$ cat src/rtl/mac_pkg.sv
package mac_pkg;
  typedef enum logic [1:0] {ACC_HOLD, ACC_CLEAR, ACC_ADD, ACC_SUB} acc_mode_t;

  typedef struct packed {
    logic      ldX;
    logic      ldY;
    logic      ldPair;
    acc_mode_t accMode;
  } mac_strobe_t;
endpackage

$ cat src/rtl/mac_ctrl.sv
module mac_ctrl
  import mac_pkg::*;
(
  input  logic        clk,
  input  logic        rstN,
  input  logic [2:0]  opSel,
  output mac_strobe_t strobe
);
  always_comb begin
    strobe = '0;
    strobe.accMode = ACC_HOLD;
    unique case (opSel)
      3'd1: strobe.ldX = 1'b1;
      3'd2: strobe.ldY = 1'b1;
      3'd3: begin strobe.ldPair = 1'b1; strobe.accMode = ACC_CLEAR; end
      3'd4: begin strobe.ldPair = 1'b1; strobe.accMode = ACC_ADD;   end
      3'd5: begin strobe.ldPair = 1'b1; strobe.accMode = ACC_SUB;   end
      default: ;
    endcase
  end

  // At most one load strobe per step
  p_single_load_r5: assert property (@(posedge clk) disable iff (!rstN)
    $onehot0({strobe.ldX, strobe.ldY, strobe.ldPair}));

  // Paired load and accumulator activity go together
  p_acc_needs_pair_r10: assert property (@(posedge clk) disable iff (!rstN)
    (strobe.accMode != ACC_HOLD) == strobe.ldPair);
endmodule

$ cat src/rtl/mac_dpath.sv
module mac_dpath
  import mac_pkg::*;
#(
  parameter int DATA_W = 16,
  localparam int ACC_W = 2 * DATA_W
) (
  input  logic              clk,
  input  logic              rstN,
  input  mac_strobe_t       strobe,
  input  logic [DATA_W-1:0] wrData,
  input  logic [DATA_W-1:0] memOpJ,
  input  logic [DATA_W-1:0] memOpI,
  output logic [DATA_W-1:0] xReg,
  output logic [DATA_W-1:0] yReg,
  output logic [ACC_W-1:0]  pReg,
  output logic [ACC_W-1:0]  aReg,
  output logic              nFlag,
  output logic              vFlag,
  output logic              zFlag
);
  logic [DATA_W-1:0]        mulA, mulB;
  logic signed [ACC_W-1:0]  fullProd;
  logic [ACC_W-1:0]         newProd;
  logic [ACC_W:0]           sumExt;
  logic [ACC_W-1:0]         nextAcc;
  logic                     nextOvf;
  logic                     accUpd;

  // Operand select: the new value of a written register, the held value of the other
  always_comb begin
    mulA = xReg;
    mulB = yReg;
    if (strobe.ldPair) begin
      mulA = memOpJ;
      mulB = memOpI;
    end else begin
      if (strobe.ldX) mulA = wrData;
      if (strobe.ldY) mulB = wrData;
    end
  end

  assign fullProd = $signed(mulA) * $signed(mulB);
  assign newProd  = {fullProd[ACC_W-2:0], 1'b0};

  // Accumulator adder with one guard bit for overflow detection
  always_comb begin
    sumExt  = '0;
    nextAcc = aReg;
    nextOvf = vFlag;
    unique case (strobe.accMode)
      ACC_CLEAR: begin nextAcc = '0; nextOvf = 1'b0; end
      ACC_ADD: begin
        sumExt  = {aReg[ACC_W-1], aReg} + {pReg[ACC_W-1], pReg};
        nextAcc = sumExt[ACC_W-1:0];
        nextOvf = sumExt[ACC_W] ^ sumExt[ACC_W-1];
      end
      ACC_SUB: begin
        sumExt  = {aReg[ACC_W-1], aReg} - {pReg[ACC_W-1], pReg};
        nextAcc = sumExt[ACC_W-1:0];
        nextOvf = sumExt[ACC_W] ^ sumExt[ACC_W-1];
      end
      default: ;
    endcase
  end

  assign accUpd = (strobe.accMode != ACC_HOLD);

  always_ff @(posedge clk or negedge rstN) begin
    if (!rstN) begin
      xReg  <= '0;
      yReg  <= '0;
      pReg  <= '0;
      aReg  <= '0;
      nFlag <= 1'b0;
      vFlag <= 1'b0;
      zFlag <= 1'b1;
    end else begin
      if (strobe.ldX || strobe.ldPair) xReg <= mulA;
      if (strobe.ldY || strobe.ldPair) yReg <= mulB;
      if (strobe.ldX || strobe.ldY || strobe.ldPair) pReg <= newProd;
      if (accUpd) begin
        aReg  <= nextAcc;
        vFlag <= nextOvf;
        nFlag <= nextAcc[ACC_W-1];
        zFlag <= (nextAcc == '0);
      end
    end
  end

  // Product register always tracks the doubled operand product
  p_prod_tracks_r4: assert property (@(posedge clk) disable iff (!rstN)
    pReg == ACC_W'(($signed(xReg) * $signed(yReg)) * 2));

  // Accumulator and flags hold without an accumulator operation
  p_hold_acc_r9: assert property (@(posedge clk) disable iff (!rstN)
    !accUpd |=> $stable(aReg) && $stable({nFlag, vFlag, zFlag}));

  // Clear-multiply empties the accumulator
  p_clear_r5: assert property (@(posedge clk) disable iff (!rstN)
    strobe.accMode == ACC_CLEAR |=> aReg == '0 && zFlag && !vFlag && !nFlag);

  // Add overflow: same-sign inputs with a result of the other sign
  p_no_overflow_r8: assert property (@(posedge clk) disable iff (!rstN)
    strobe.accMode == ACC_ADD |=> vFlag ==
      (($past(aReg[ACC_W-1]) == $past(pReg[ACC_W-1])) && (aReg[ACC_W-1] != $past(aReg[ACC_W-1]))));

  // Flag consistency with accumulator value
  p_flags_r9: assert property (@(posedge clk) disable iff (!rstN)
    nFlag == aReg[ACC_W-1] && zFlag == (aReg == '0));
endmodule

$ cat src/rtl/mac_unit.sv
module mac_unit
  import mac_pkg::*;
#(
  parameter int DATA_W = 16,
  localparam int ACC_W = 2 * DATA_W
) (
  input  logic              clk,
  input  logic              rstN,
  input  logic [2:0]        opSel,
  input  logic [DATA_W-1:0] wrData,
  input  logic [DATA_W-1:0] memOpJ,
  input  logic [DATA_W-1:0] memOpI,
  output logic [DATA_W-1:0] xOut,
  output logic [DATA_W-1:0] yOut,
  output logic [ACC_W-1:0]  prodOut,
  output logic [ACC_W-1:0]  accOut,
  output logic              flagNeg,
  output logic              flagOvf,
  output logic              flagZero
);
  mac_strobe_t strobe;

  mac_ctrl ctrl_i (
    .clk(clk), .rstN(rstN), .opSel(opSel), .strobe(strobe)
  );

  mac_dpath #(.DATA_W(DATA_W)) dpath_i (
    .clk(clk), .rstN(rstN), .strobe(strobe),
    .wrData(wrData), .memOpJ(memOpJ), .memOpI(memOpI),
    .xReg(xOut), .yReg(yOut), .pReg(prodOut), .aReg(accOut),
    .nFlag(flagNeg), .vFlag(flagOvf), .zFlag(flagZero)
  );
endmodule

$ cat config.mk
export PLATFORM = sky130hd
export DESIGN_NAME = mac_unit
export DESIGN_NICKNAME = d
export VERILOG_FILES = /design/src/rtl/mac_pkg.sv /design/src/rtl/mac_ctrl.sv /design/src/rtl/mac_dpath.sv /design/src/rtl/mac_unit.sv
export SDC_FILE = /design/constraint.sdc
export NUM_CORES = 1
export LEC_CHECK = 0
export BUFFER_PORTS_ARGS = -buffer_cell sky130_fd_sc_hd__buf_2
export CORE_AREA = 2 2 222 224
export CTS_CLUSTER_SIZE = 8
export DETAILED_ROUTE_END_ITERATION = 16
export DIE_AREA = 0 0 224 226
export HOLD_SLACK_MARGIN = 0.15
export PLACE_DENSITY_LB_ADDON = 0.05
export SYNTH_ARGS = -nofsm -noshare
export SYNTH_HDL_FRONTEND = slang
export SYNTH_SLANG_ARGS = --single-unit
$ cat constraint.sdc
create_clock -name clk -period 12.1 [get_ports clk]
set_clock_uncertainty 0.1 [all_clocks]
set_input_delay 0.605 -clock clk [delete_from_list [all_inputs] [get_ports clk]]
set_output_delay 0.605 -clock clk [all_outputs]
set_load 0.05 [all_outputs]
==> results.json <==
{
  "cpMostUsedCell": "fa_1",
  "synth_compound_area_share_pct": 14.6,
  "r2r_cells": 27,
  "synth.area.mux_share_pct": 2.60,
  "cap_violations": 0,
  "synth_top_area_share_pct": 30.0,
  "dr.pass1.iters": 6,
  "wl_um": 62500,
  "gp_congestion": 0.919,
  "synthTopCellsByCount": "inv_1 (358), fa_1 (258), nand2_1 (258)",
  "first_global_vias": 15200,
  "coreArea_mm2": 0.0483,
  "drive_above_1_share_pct": 10.1,
  "max_freq_mhz": 99.0,
  "cts_buffer_depth": 2,
  "hp-class": "in2async",
  "ys_async_sr_fraction_pct": 100,
  "nNetsFinal": 2594,
  "cp-end-kind": "flip-flop",
  "yosysTopAreaCell": "fa_1",
  "fin_util_pct": 39.0,
  "cts_tree": "done",
  "start_util_pct": 35.6,
  "ys_ff_latch": 97,
  "synth_xor_area_share_pct": 3.06,
  "hold_viol": 0,
  "worst-path-max-fanout": 40,
  "drt-initial-drc-count": 968,
  "hpwl_um": 50400,
  "crit_required_ns": 12.22,
  "rsz0062_at_grt": "no",
  "worst-setup-path-type": "in2reg",
  "grt_pass1_wl_um": 96000,
  "viasPerCell": 5.27,
  "tns_ns": 0,
  "root_buffer": "clkbuf_16",
  "cts_resized": 0,
  "post_cts_buffers": 0,
  "clkLatencyLatePin_ns": 0.39,
  "drc": 0,
  "synth_most_common_cell": "inv_1",
  "synth.avg_cell_area_um2": 8.40,
  "synthCells": 2046,
  "num_vias": 14600,
  "die_x_um": 224,
  "htreeDepth": 3,
  "synth_nets": 2499,
  "grt_max_degree": 62,
  "synth_top_family_by_area": "adder cells",
  "period_needed_ns": 10.10,
  "overflow": 0,
  "antenna_found_initial": 2,
  "clk_pin_slew_ns": 0.08,
  "cpPeakStageDelay_ns": 1.01,
  "yosysWarnings": 0,
  "dieArea_mm2": 0.0506,
  "yosys_most_used_dff": "dfrtp_1",
  "worst_pin_slew_ns": 1.12,
  "fin_crit_sh_pct": 83.5,
  "drtAntennaViolNets": 0,
  "run_status": "finished, final reports clean",
  "synth_adder_area_share_pct": 40.4,
  "wl_per_cell_um": 22.6,
  "maxSlewHeadroom_pct": 25.2,
  "grt_usage_pct": 25.4,
  "cts_hold_buffers": 0,
  "port_buffers": 150,
  "synth.cell_area_mm2": 0.0172,
  "ys_seq_area_share_pct": 14.1,
  "crit_buf_inv": 7,
  "crit_path_start_kind": "primary input",
  "synth-edff-count": 0,
  "die_h_um": 226,
  "nFillCells": 5071,
  "finalMaxSlewViolations": 0,
  "cts_sinks": 97,
  "num_rows": 81,
  "numCtsBuffers": 9,
  "setup_viol": 0,
  "netlist_top_cells_area": "fa_1 (30%), dfrtp_1 (14%), ha_1 (10%)",
  "netlist-cell-type-count": 76,
  "slowest_stage": "a221oi_1",
  "cp.depth": 29,
  "io_pins": 152,
  "syn2layout_area_growth_pct": 9.56,
  "yosys.area_share.simple_pct": 15.2,
  "arrival_ns": 10.23,
  "critical_path.top_delay_family": "compound AO/OA/AOI/OAI gates"
}
-- layer usage --
layer	routed length [um]	up-vias	track usage (%)	part of all wire [%]
met1	29000	7351	35.2	46
met3	3250	58	3.59	5.2
met4	1110	2	5.63	1.8
met2	29100	392	42.1	47
met5	13	-	0	0.021
li1	-	6782	-	-
-- cells in the final DEF (no fill, tap or decap), types with 7 or more instances in the layout --
| cell type | instances |
|---|---|
| o21ai_0 | 80 |
| a31oi_1 | 10 |
| nand2_1 | 256 |
| buf_4 | 23 |
| a211oi_1 | 12 |
| a221o_1 | 7 |
| dfrtp_1 | 96 |
| buf_2 | 149 |
| a221oi_1 | 19 |
| fa_1 | 258 |
| o21a_1 | 24 |
| or3_1 | 10 |
| nand2b_1 | 15 |
| a21o_1 | 21 |
| clkbuf_16 | 9 |
| and3_1 | 10 |
| nor3_1 | 30 |
| a21oi_1 | 92 |
| nor2b_1 | 9 |
| o21bai_1 | 7 |
| nor4_1 | 8 |
| mux2i_1 | 38 |
| o31ai_1 | 18 |
| clkinv_1 | 14 |
| nand3_1 | 19 |
| inv_1 | 358 |
| and2_1 | 10 |
| nor2_1 | 215 |
| xor2_1 | 13 |
| ha_1 | 142 |
| xnor2_1 | 47 |
-- final timing paths --
check	start	to	slack, ns
worst min-delay path	rstN	dpath_i.yReg[11]	0.14
min in group clk	dpath_i.zFlag	dpath_i.zFlag	0.41
worst max register to register	dpath_i.yReg[3]	dpath_i.pReg[25]	3.68
max in group asynchronous	rstN	dpath_i.yReg[4]	10.45
worst max-delay path	opSel[1]	dpath_i.pReg[25]	2.00
worst min register to register	dpath_i.zFlag	dpath_i.zFlag	0.41
-- through the flow --
step	instances	worst slack, ns	hold slack, ns	cell area [um^2]
6_report	2768	2.00	0.137	18800
2_1_floorplan	2046	3.54	0.209	17200
3_5_place_dp	2752	1.77	0.400	18600
4_1_cts	2767	2.14	0.150	18800
3_3_place_gp	2752	1.89	0.399	18600
5_1_grt	2767	1.41	0.163	18800
-- cells by family after synthesis --
group	after synthesis
and+or+nand+nor	612
buffers and inverters	461
adders and majority gates	400
AOI/OAI and AO/OA	371
DFF	97
xor gates and xnor gates	60
muxes	44
other	1
-- final cells by class --
| cell class | instances | area, um^2 | area share [%] |
|---|---|---|---|
| multi-input cells | 1488 | 13000 | 69.2 |
| flip-flops and latches | 97 | 2430 | 12.9 |
| inverters | 373 | 1400 | 7.43 |
| repair buffers | 172 | 918 | 4.87 |
| well taps | 622 | 778 | 4.13 |
| clock buffers | 11 | 243 | 1.29 |
| clock inverters | 4 | 27.5 | 0.146 |
| diodes | 1 | 2.50 | 0.0133 |
-- state kept, by name (all words and copies together), names as in the netlist --
register / cells
dpath_i.yReg: 16
dpath_i.pReg: 31
dpath_i.nFlag: 1
dpath_i.aReg: 31
dpath_i.xReg: 16
dpath_i.zFlag: 1
dpath_i.vFlag: 1
Power is left out: the tool's default activity adds up to more than one toggle a clock period on the data nets, which glitch-free logic cannot reach.
